## config.mk

```make
export PLATFORM = sky130hd
export DESIGN_NAME = eqc_top
export DESIGN_NICKNAME = d
export VERILOG_FILES = /design/src/rtl/eqc_pkg.sv /design/src/rtl/eqc_line_watch.sv /design/src/rtl/eqc_byte_engine.sv /design/src/rtl/eqc_band_bank.sv /design/src/rtl/eqc_gain_out.sv /design/src/rtl/eqc_top.sv
export SDC_FILE = /design/constraint.sdc
export NUM_CORES = 1
export LEC_CHECK = 0
export CAP_MARGIN = 20
export CORE_MARGIN = 2
export CORE_UTILIZATION = 35
export CTS_CLUSTER_DIAMETER = 30
export DETAILED_ROUTE_END_ITERATION = 7
export DONT_BUFFER_PORTS = 1
export PLACE_DENSITY = 0.56
export SLEW_MARGIN = 30
export SYNTH_ARGS = -nofsm -noshare
export SYNTH_HDL_FRONTEND = slang
export SYNTH_HIERARCHICAL = 1
export SYNTH_SLANG_ARGS = --single-unit
```

## constraint.sdc

```tcl
create_clock -name clk -period 4.6 [get_ports clk]
set_clock_uncertainty 0.2 [all_clocks]
set_input_delay 0.23 -clock clk [delete_from_list [all_inputs] [get_ports clk]]
set_output_delay 0.23 -clock clk [all_outputs]
set_load 0.01 [all_outputs]
```

## src/rtl/eqc_pkg.sv

```systemverilog
// Shared types and helpers for the equalizer settings slave.
package eqc_pkg;

    typedef enum logic [1:0] {
        PH_IDLE = 2'd0,
        PH_RECV = 2'd1,
        PH_ACK  = 2'd2,
        PH_SKIP = 2'd3
    } phase_t;

    typedef enum logic [1:0] {
        BK_ADDR = 2'd0,
        BK_SUB  = 2'd1,
        BK_DATA = 2'd2
    } kind_t;

    localparam int CODE_W    = 3;
    localparam int BOOST_LSB = 4;
    localparam int CUT_LSB   = 0;
    localparam int FLAG_BIT  = 7;
    localparam logic [CODE_W-1:0] TOP_STEP = 3'd5;

    // Clamp a raw 3-bit code to the highest step.
    function automatic logic [CODE_W-1:0] sat_code(input logic [CODE_W-1:0] c);
        return (c > TOP_STEP) ? TOP_STEP : c;
    endfunction

endpackage

```

## src/rtl/eqc_line_watch.sv

```systemverilog
// Line watcher: samples the already-synchronized SCL/SDA once more and
// reports clock edges plus start and stop conditions.
// Assumes each SCL level lasts at least two system clocks.
module eqc_line_watch (
    input  logic clk,
    input  logic rst_n,
    input  logic scl_i,
    input  logic sda_i,
    output logic scl_rise,
    output logic scl_fall,
    output logic start_det,
    output logic stop_det,
    output logic sda_bit
);
    logic s_scl, p_scl, s_sda, p_sda;

    // Two-deep history of both lines, idle-high at reset.
    always_ff @(posedge clk) begin
        if (!rst_n) begin
            s_scl <= 1'b1;
            p_scl <= 1'b1;
            s_sda <= 1'b1;
            p_sda <= 1'b1;
        end else begin
            s_scl <= scl_i;
            p_scl <= s_scl;
            s_sda <= sda_i;
            p_sda <= s_sda;
        end
    end

    // Edge and condition decode; SCL must be high in both samples for start/stop.
    always_comb begin
        scl_rise  = s_scl & ~p_scl;
        scl_fall  = ~s_scl & p_scl;
        start_det = s_scl & p_scl & ~s_sda & p_sda;
        stop_det  = s_scl & p_scl & s_sda & ~p_sda;
        sda_bit   = s_sda;
    end
endmodule

```

## src/rtl/eqc_byte_engine.sv

```systemverilog
// Byte engine: shifts in bytes, matches the slave address, drives the
// acknowledge and issues one-cycle strobes for subaddress and data bytes.
// Assumes write-only traffic; partial bytes are dropped on start/stop.
module eqc_byte_engine #(
    parameter logic [7:0] ADDR_LO = 8'h84,
    parameter logic [7:0] ADDR_HI = 8'h86
) (
    input  logic       clk,
    input  logic       rst_n,
    input  logic       scl_rise,
    input  logic       scl_fall,
    input  logic       start_det,
    input  logic       stop_det,
    input  logic       sda_bit,
    input  logic       addr_sel,
    output logic       sda_oe,
    output logic       sub_load,
    output logic       data_wr,
    output logic [7:0] byte_val
);
    import eqc_pkg::*;

    localparam int BITS = 8;
    localparam int CNT_W = $clog2(BITS + 1);
    localparam logic [CNT_W-1:0] FULL = CNT_W'(BITS);

    phase_t           phase;
    kind_t            kind;
    logic [CNT_W-1:0] cnt;
    logic [7:0]       shreg;
    logic             byte_done;
    logic [7:0]       my_addr;

    // Completion of a received byte at the falling clock after bit eight.
    always_comb begin
        my_addr   = addr_sel ? ADDR_HI : ADDR_LO;
        byte_done = (phase == PH_RECV) && scl_fall && (cnt == FULL)
                    && !start_det && !stop_det;
        sub_load  = byte_done && (kind == BK_SUB);
        data_wr   = byte_done && (kind == BK_DATA);
        byte_val  = shreg;
    end

    // Receive/acknowledge sequencer.
    always_ff @(posedge clk) begin
        if (!rst_n) begin
            phase  <= PH_IDLE;
            kind   <= BK_ADDR;
            cnt    <= '0;
            shreg  <= '0;
            sda_oe <= 1'b0;
        end else if (start_det) begin
            phase  <= PH_RECV;
            kind   <= BK_ADDR;
            cnt    <= '0;
            sda_oe <= 1'b0;
        end else if (stop_det) begin
            phase  <= PH_IDLE;
            sda_oe <= 1'b0;
        end else begin
            case (phase)
                PH_RECV: begin
                    if (scl_rise && cnt != FULL) begin
                        shreg <= {shreg[6:0], sda_bit};
                        cnt   <= cnt + 1'b1;
                    end
                    if (byte_done) begin
                        if (kind == BK_ADDR && shreg != my_addr) begin
                            phase <= PH_SKIP;
                        end else begin
                            phase  <= PH_ACK;
                            sda_oe <= 1'b1;
                        end
                    end
                end
                PH_ACK: begin
                    if (scl_fall) begin
                        sda_oe <= 1'b0;
                        phase  <= PH_RECV;
                        cnt    <= '0;
                        kind   <= (kind == BK_ADDR) ? BK_SUB : BK_DATA;
                    end
                end
                default: ;
            endcase
        end
    end
endmodule

```

## src/rtl/eqc_band_bank.sv

```systemverilog
// Band bank: subaddress pointer with saturating auto-increment and the
// band registers. Assumes strobes last one cycle each.
module eqc_band_bank #(
    parameter int NBANDS = 5,
    parameter int PTR_W  = 3
) (
    input  logic                         clk,
    input  logic                         rst_n,
    input  logic                         sub_load,
    input  logic                         data_wr,
    input  logic [7:0]                   byte_val,
    output logic [NBANDS*8-1:0]          bands_flat
);
    localparam logic [PTR_W-1:0] PTR_TOP = '1;
    localparam logic [7:0]       TOP_8   = 8'(PTR_TOP);
    localparam logic [7:0]       KEEP_0  = 8'hF7;
    localparam logic [7:0]       KEEP_N  = 8'h77;

    logic [PTR_W-1:0] ptr;

    // Pointer load on subaddress, saturating advance after each data byte.
    always_ff @(posedge clk) begin
        if (!rst_n) begin
            ptr <= '0;
        end else if (sub_load) begin
            ptr <= (byte_val > TOP_8) ? PTR_TOP : byte_val[PTR_W-1:0];
        end else if (data_wr && ptr != PTR_TOP) begin
            ptr <= ptr + 1'b1;
        end
    end

    for (genvar i = 0; i < NBANDS; i++) begin : g_band
        localparam logic [7:0] KEEP = (i == 0) ? KEEP_0 : KEEP_N;
        localparam logic [7:0] INIT = (i == 0) ? 8'h80 : 8'h00;
        logic [7:0] r;
        // Store the masked data byte when the pointer selects this band.
        always_ff @(posedge clk) begin
            if (!rst_n) begin
                r <= INIT;
            end else if (data_wr && ptr == PTR_W'(i)) begin
                r <= byte_val & KEEP;
            end
        end
        assign bands_flat[i*8 +: 8] = r;
    end
endmodule

```

## src/rtl/eqc_gain_out.sv

```systemverilog
// Gain output stage: clamps stored codes to steps and zeroes them while
// defeat is set. Purely combinational.
module eqc_gain_out #(
    parameter int NBANDS = 5
) (
    input  logic [NBANDS*8-1:0] bands_flat,
    output logic                defeat,
    output logic [NBANDS*3-1:0] boost,
    output logic [NBANDS*3-1:0] cut
);
    import eqc_pkg::*;

    assign defeat = bands_flat[FLAG_BIT];

    for (genvar i = 0; i < NBANDS; i++) begin : g_step
        // Per-band clamp and defeat mask.
        always_comb begin
            boost[i*3 +: 3] = defeat ? 3'd0 : sat_code(bands_flat[i*8 + BOOST_LSB +: CODE_W]);
            cut[i*3 +: 3]   = defeat ? 3'd0 : sat_code(bands_flat[i*8 + CUT_LSB +: CODE_W]);
        end
    end
endmodule

```

## src/rtl/eqc_top.sv

```systemverilog
// Equalizer settings slave top: line watcher, byte engine, band bank and
// gain output stage. Assumes SCL/SDA are synchronized to clk.
module eqc_top #(
    parameter int NBANDS = 5,
    parameter int PTR_W  = 3
) (
    input  logic                clk,
    input  logic                rst_n,
    input  logic                scl_i,
    input  logic                sda_i,
    input  logic                addr_sel_i,
    output logic                sda_oe_o,
    output logic                defeat_o,
    output logic [NBANDS*3-1:0] boost_o,
    output logic [NBANDS*3-1:0] cut_o
);
    logic scl_rise, scl_fall, start_det, stop_det, sda_bit;
    logic sub_load, data_wr;
    logic [7:0] byte_val;
    logic [NBANDS*8-1:0] bands_flat;

    eqc_line_watch u_watch (
        .clk(clk), .rst_n(rst_n), .scl_i(scl_i), .sda_i(sda_i),
        .scl_rise(scl_rise), .scl_fall(scl_fall),
        .start_det(start_det), .stop_det(stop_det), .sda_bit(sda_bit)
    );

    eqc_byte_engine u_eng (
        .clk(clk), .rst_n(rst_n), .scl_rise(scl_rise), .scl_fall(scl_fall),
        .start_det(start_det), .stop_det(stop_det), .sda_bit(sda_bit),
        .addr_sel(addr_sel_i), .sda_oe(sda_oe_o), .sub_load(sub_load),
        .data_wr(data_wr), .byte_val(byte_val)
    );

    eqc_band_bank #(.NBANDS(NBANDS), .PTR_W(PTR_W)) u_bank (
        .clk(clk), .rst_n(rst_n), .sub_load(sub_load), .data_wr(data_wr),
        .byte_val(byte_val), .bands_flat(bands_flat)
    );

    eqc_gain_out #(.NBANDS(NBANDS)) u_gain (
        .bands_flat(bands_flat), .defeat(defeat_o), .boost(boost_o), .cut(cut_o)
    );
endmodule

```

* Word-level counts from Yosys, hierarchy flattened
Cells that the tools add are included.
Word-level totals: logic and storage cells 128, bits of input ports 5, register bits after elaboration 55, output and inout port bits 32
Operators by class: reduce and logical (&&, ||, !) cells 29, multiplexer cells 38, equality and inequality tests 18, $add $sub $neg 2, magnitude comparators 11, bitwise logic cells 14
Operators by type and width (number):
- $mux W3 | 23
- $gt A3 B3 Y1 const B | 10
- $logic_and A1 B1 Y1 | 14
- $reduce_and A4 Y1 | 3
- $reduce_and A3 Y1 | 3
- $gt A8 B3 Y1 const B | 1
- $mux W2 | 4
- $mux W4 | 2
- $ne A4 B1 Y1 const B | 2
- $ne A8 B8 Y1 | 1
- $pmux W4 S2 | 1
- $and A1 B1 Y1 | 7
- $not A1 Y1 | 7
- $eq A3 B2 Y1 const B | 2
- $mux W1 | 6
- $add A4 B1 Y4 const B | 1
- $eq A2 B1 Y1 const B | 2
- $eq A2 B2 Y1 const B | 2
- $eq A4 B4 Y1 const B | 1
- $ne A2 B1 Y1 const B | 2
- $ne A2 B2 Y1 const B | 2
- $ne A4 B4 Y1 const B | 1
- $pmux W2 S2 | 1
- $reduce_bool A2 Y1 | 2
- other kinds (11) | 12

* Logic depth before layout (Yosys ltp)
depth in word-level cells 10, depth in mapped cells 9, depth with buffers taken out 8

* Cells and area by module
The synthesis kept the hierarchy.
By module, submodules not included:
- eqc_band_bank | area an instance 1501.4 um^2, seq. area each 680.7 um^2, times used 1, cells each 147
- eqc_byte_engine | area an instance 912.1 um^2, seq. area each 340.3 um^2, times used 1, cells each 101
- eqc_gain_out | area an instance 304.0 um^2, seq. area each 0.0 um^2, times used 1, cells each 44
- eqc_line_watch | area an instance 137.6 um^2, seq. area each 80.1 um^2, times used 1, cells each 12

* Least setup slack after synthesis
OpenSTA, ideal clock, no wires.
kind register -> register, start register u_watch.p_scl, end register u_bank.g_band[4].r[0], path slack 1.781 ns, stages on the path, launching flop included 9, period minus slack after synthesis 2.819 ns, arrival time 2.503 ns, cells stage by stage dfxtp_1 -> nor2b_1 -> nand2b_1 -> or4b_1 -> nor3b_1 -> clkbuf_1 -> nand3_1 -> mux2i_1 -> nor2b_1
RTL lines:
- start, declared | RTL line eqc_line_watch.sv:15 | logic s_scl, p_scl, s_sda, p_sda;
- start signal, assigned | RTL line eqc_line_watch.sv:26 | p_scl <= s_scl;
- $and A1 B1 Y1 | RTL line eqc_line_watch.sv:35 | scl_fall = ~s_scl & p_scl;
- named net scl_fall | RTL line eqc_top.sv:17 | logic scl_rise, scl_fall, start_det, stop_det, sda_bit;
- $logic_and A1 B1 Y1 (2 in series) | RTL line eqc_byte_engine.sv:37 | byte_done = (phase == PH_RECV) && scl_fall && (cnt == FULL)
- $logic_and A1 B1 Y1 (2 in series) | RTL line eqc_byte_engine.sv:38 | && !start_det && !stop_det;
- $logic_and A1 B1 Y1 | RTL line eqc_byte_engine.sv:40 | data_wr = byte_done && (kind == BK_DATA);
- named net data_wr | RTL line eqc_top.sv:18 | logic sub_load, data_wr;
- $logic_and A1 B1 Y1 | RTL line eqc_band_bank.sv:40 | end else if (data_wr && ptr == PTR_W'(i)) begin
- end signal, assigned | RTL line eqc_band_bank.sv:41 | r <= byte_val & KEEP;
- end, declared | RTL line eqc_band_bank.sv:35 | logic [7:0] r;
The timed path passes the listed nets, and every way through them passes these cells. A chain may end at the register's enable or synchronous reset.

* Worst setup path in the final report
start register u_watch.p_scl, end register u_bank.g_band[0].r[7]
RTL lines (RTL line):
- $and A1 B1 Y1 | eqc_line_watch.sv:35
- named net scl_fall | eqc_top.sv:17
- $logic_and A1 B1 Y1 (2 in series) | eqc_byte_engine.sv:37
- $logic_and A1 B1 Y1 (2 in series) | eqc_byte_engine.sv:38
- $logic_and A1 B1 Y1 | eqc_byte_engine.sv:40
- named net data_wr | eqc_top.sv:18
- $logic_and A1 B1 Y1 | eqc_band_bank.sv:40
- end signal, assigned | eqc_band_bank.sv:41
- end, declared | eqc_band_bank.sv:35
The timed path passes the listed nets, and every way through them passes these cells.

==> qor.yml <==
clock_tree:
  cts_buffers: 5
  htreeDepth: 2
  cts_sinks: 55
  cts.path.max_buffers: 2
  clkLatencyLatePin_ns: 0.31
  post_cts_buffers: 0
  cts_root_buf: "clkbuf_8"
  cts_tree: "built"
  clk_pin_slew_ns: 0.10
finish:
  syn_to_final_growth_pct: 9.12
  layout-drive-gt1-share: 0.0803
  antenna_cells: 0
  fin_util: 0.393
  stdcell_area_um2: 3040
  nets: 313
synth:
  syn-num-nets: 309
  syn_area_per_cell_um2: 9.47
  synth_warnings: 6
  synthCells: 294
  synth_area_um2: 2780
sta:
  tns_ns: 0
  setup_ws_ns: 1.15
  hold_violations: 0
  rsz0062_at_grt: "no"
  relSlewSlack: 0.588
  report.final.setup_viol: 0
  period_needed_ns: 3.45
  maxSlewViolCount: 0
  fin_crit_sh: 0.749
  tightest_slew_ns: 0.616
  max_freq_mhz: 290
pwr:
  max-vdd-ir-drop_v: 0.000101
  power_uw: 822
  power_density_nw_per_um2: 271
  p_leak_nw: 1.16
min_path:
  hold_path_class: "register to register"
global_route:
  grt_first_pass_wirelength_um: 8880
  grt_use_total: 0.129
  grt_start_max_net_pins: 52
  grt_pass1_vias: 1830
  antenna_found_initial: 0
  grt_overflow: 0
setup_path:
  max_stage_delay_ns: 0.56
  crit_type: "register to register"
  end_kind: "register"
  path_cells: "nor2b_1, nand2b_1, or4b_1, nor3b_1, buf_4, nand3b_1, mux2i_1, nand2_1, dlygate4sd3_1"
  cp-start-kind: "register"
  cp_max_fo: 14
  crit_required_ns: 4.61
  crit_slowest_cell: "dlygate4sd3_1"
  cp_data_arrival_time_ns: 3.45
run_status:
  status: "completed"
place:
  placed_area_um2: 2860
  place_ws_ns: 1.57
  dp_hpwl_um: 3610
  port_buffers: 0
  gp_congestion: 0.846
floorplanning:
  row_count: 32
  dieHeight_um: 93.2
  start_util: 0.360
  fp.dieW_um: 93.2
  dieArea_um2: 8680
  coreArea_um2: 7730
  ios: 37
drt:
  routed_wl_um: 5360
  ant_nets: 0
  avgRoutedWirePerCell_um: 13.4
  drc_errors: 0
  drtIter0Drc: 74
  viasPerCell: 4.98
  num_vias: 1995
  dr.pass1.iters: 4
job:
  max_cap_violations: 0
-- cell type report --
class	instances	area (um2)
well taps	102	128
inverters	9	33.8
multi-input cells	218	1580
fillers	771	4690
flip-flops and latches	55	1100
repair buffers	9	95.1
clock inverters	2	16.3
clock buffers	6	82.6
-- state kept, by name, indices dropped and copies added, names as in the netlist --
register,flops
u_eng/kind,2
u_watch/sda_bit,1
u_bank/ptr,3
u_eng/byte_val,8
u_eng/sda_oe,1
u_watch/p_sda,1
u_eng/phase,2
u_watch/s_scl,1
u_eng/cnt,4
u_bank/g_band.r,31
u_watch/p_scl,1
-- worst paths after layout --
path,startpoint,end,slack (ns),depth (start not counted)
setup / recovery,u_watch/p_scl,u_bank/g_band[0].r[7],1.15,9
hold / removal,u_bank/g_band[3].r[4],u_bank/g_band[3].r[4],0.28,2
setup reg to reg,u_watch/p_scl,u_bank/g_band[0].r[7],1.15,9
hold reg to reg,u_bank/g_band[3].r[4],u_bank/g_band[3].r[4],0.28,2
-- report_power, final --
group / switching (mW) / internal [mW]
clock: 0.163 / 0.123
sequential: 0.00451 / 0.481
combinational: 0.0272 / 0.0232
total: 0.195 / 0.627
-- per-stage QoR --
step                      instances  hold WS (ns)
after global placement          386        0.0995
final                           401         0.276
after floorplan                 294         0.103
after CTS                       401         0.278
after global routing            401         0.313
after detailed placement        386         0.104
-- critical path: cells and delay by family, from the launching register on --
kind	cells	cell delay, ns
AND/OR/NAND/NOR	6	1.73
flip-flops	1	0.36
multiplexers	1	0.27
buffers and inverters	2	0.78
-- metal layers --
metal / up-vias / track usage / part of all wire
li1: 1038 / - / -
met1: 914 / 0.185 / 0.53
met2: 33 / 0.190 / 0.42
met3: 10 / 0.0266 / 0.036
met4: 0 / 0.0478 / 0.018
met5: - / 0 / 0
-- cell usage in the layout (no fill, tap or decap), types with 2 or more instances in the layout --
master	n
or4b_1	2
nand3_1	10
ha_1	10
or4_1	2
nor3b_1	6
nand3b_1	4
o31ai_1	4
and4b_1	2
inv_1	9
nor2_1	15
nand2_1	13
dfxtp_1	55
mux2i_1	33
nor3_1	3
o21ai_0	6
buf_4	2
dlygate4sd3_1	6
nor3b_2	10
or3_1	3
a21boi_0	6
clkbuf_8	6
a21oi_1	18
nor2b_1	46
nand2b_1	7
-- timing repair --
action	in CTS	in global routing
hold buffers	7	0
resized for setup	0	0
endpoints found under the setup margin	0	0
endpoints found under the hold margin	50	0
Note: power is estimated with default switching activity, not from simulation.
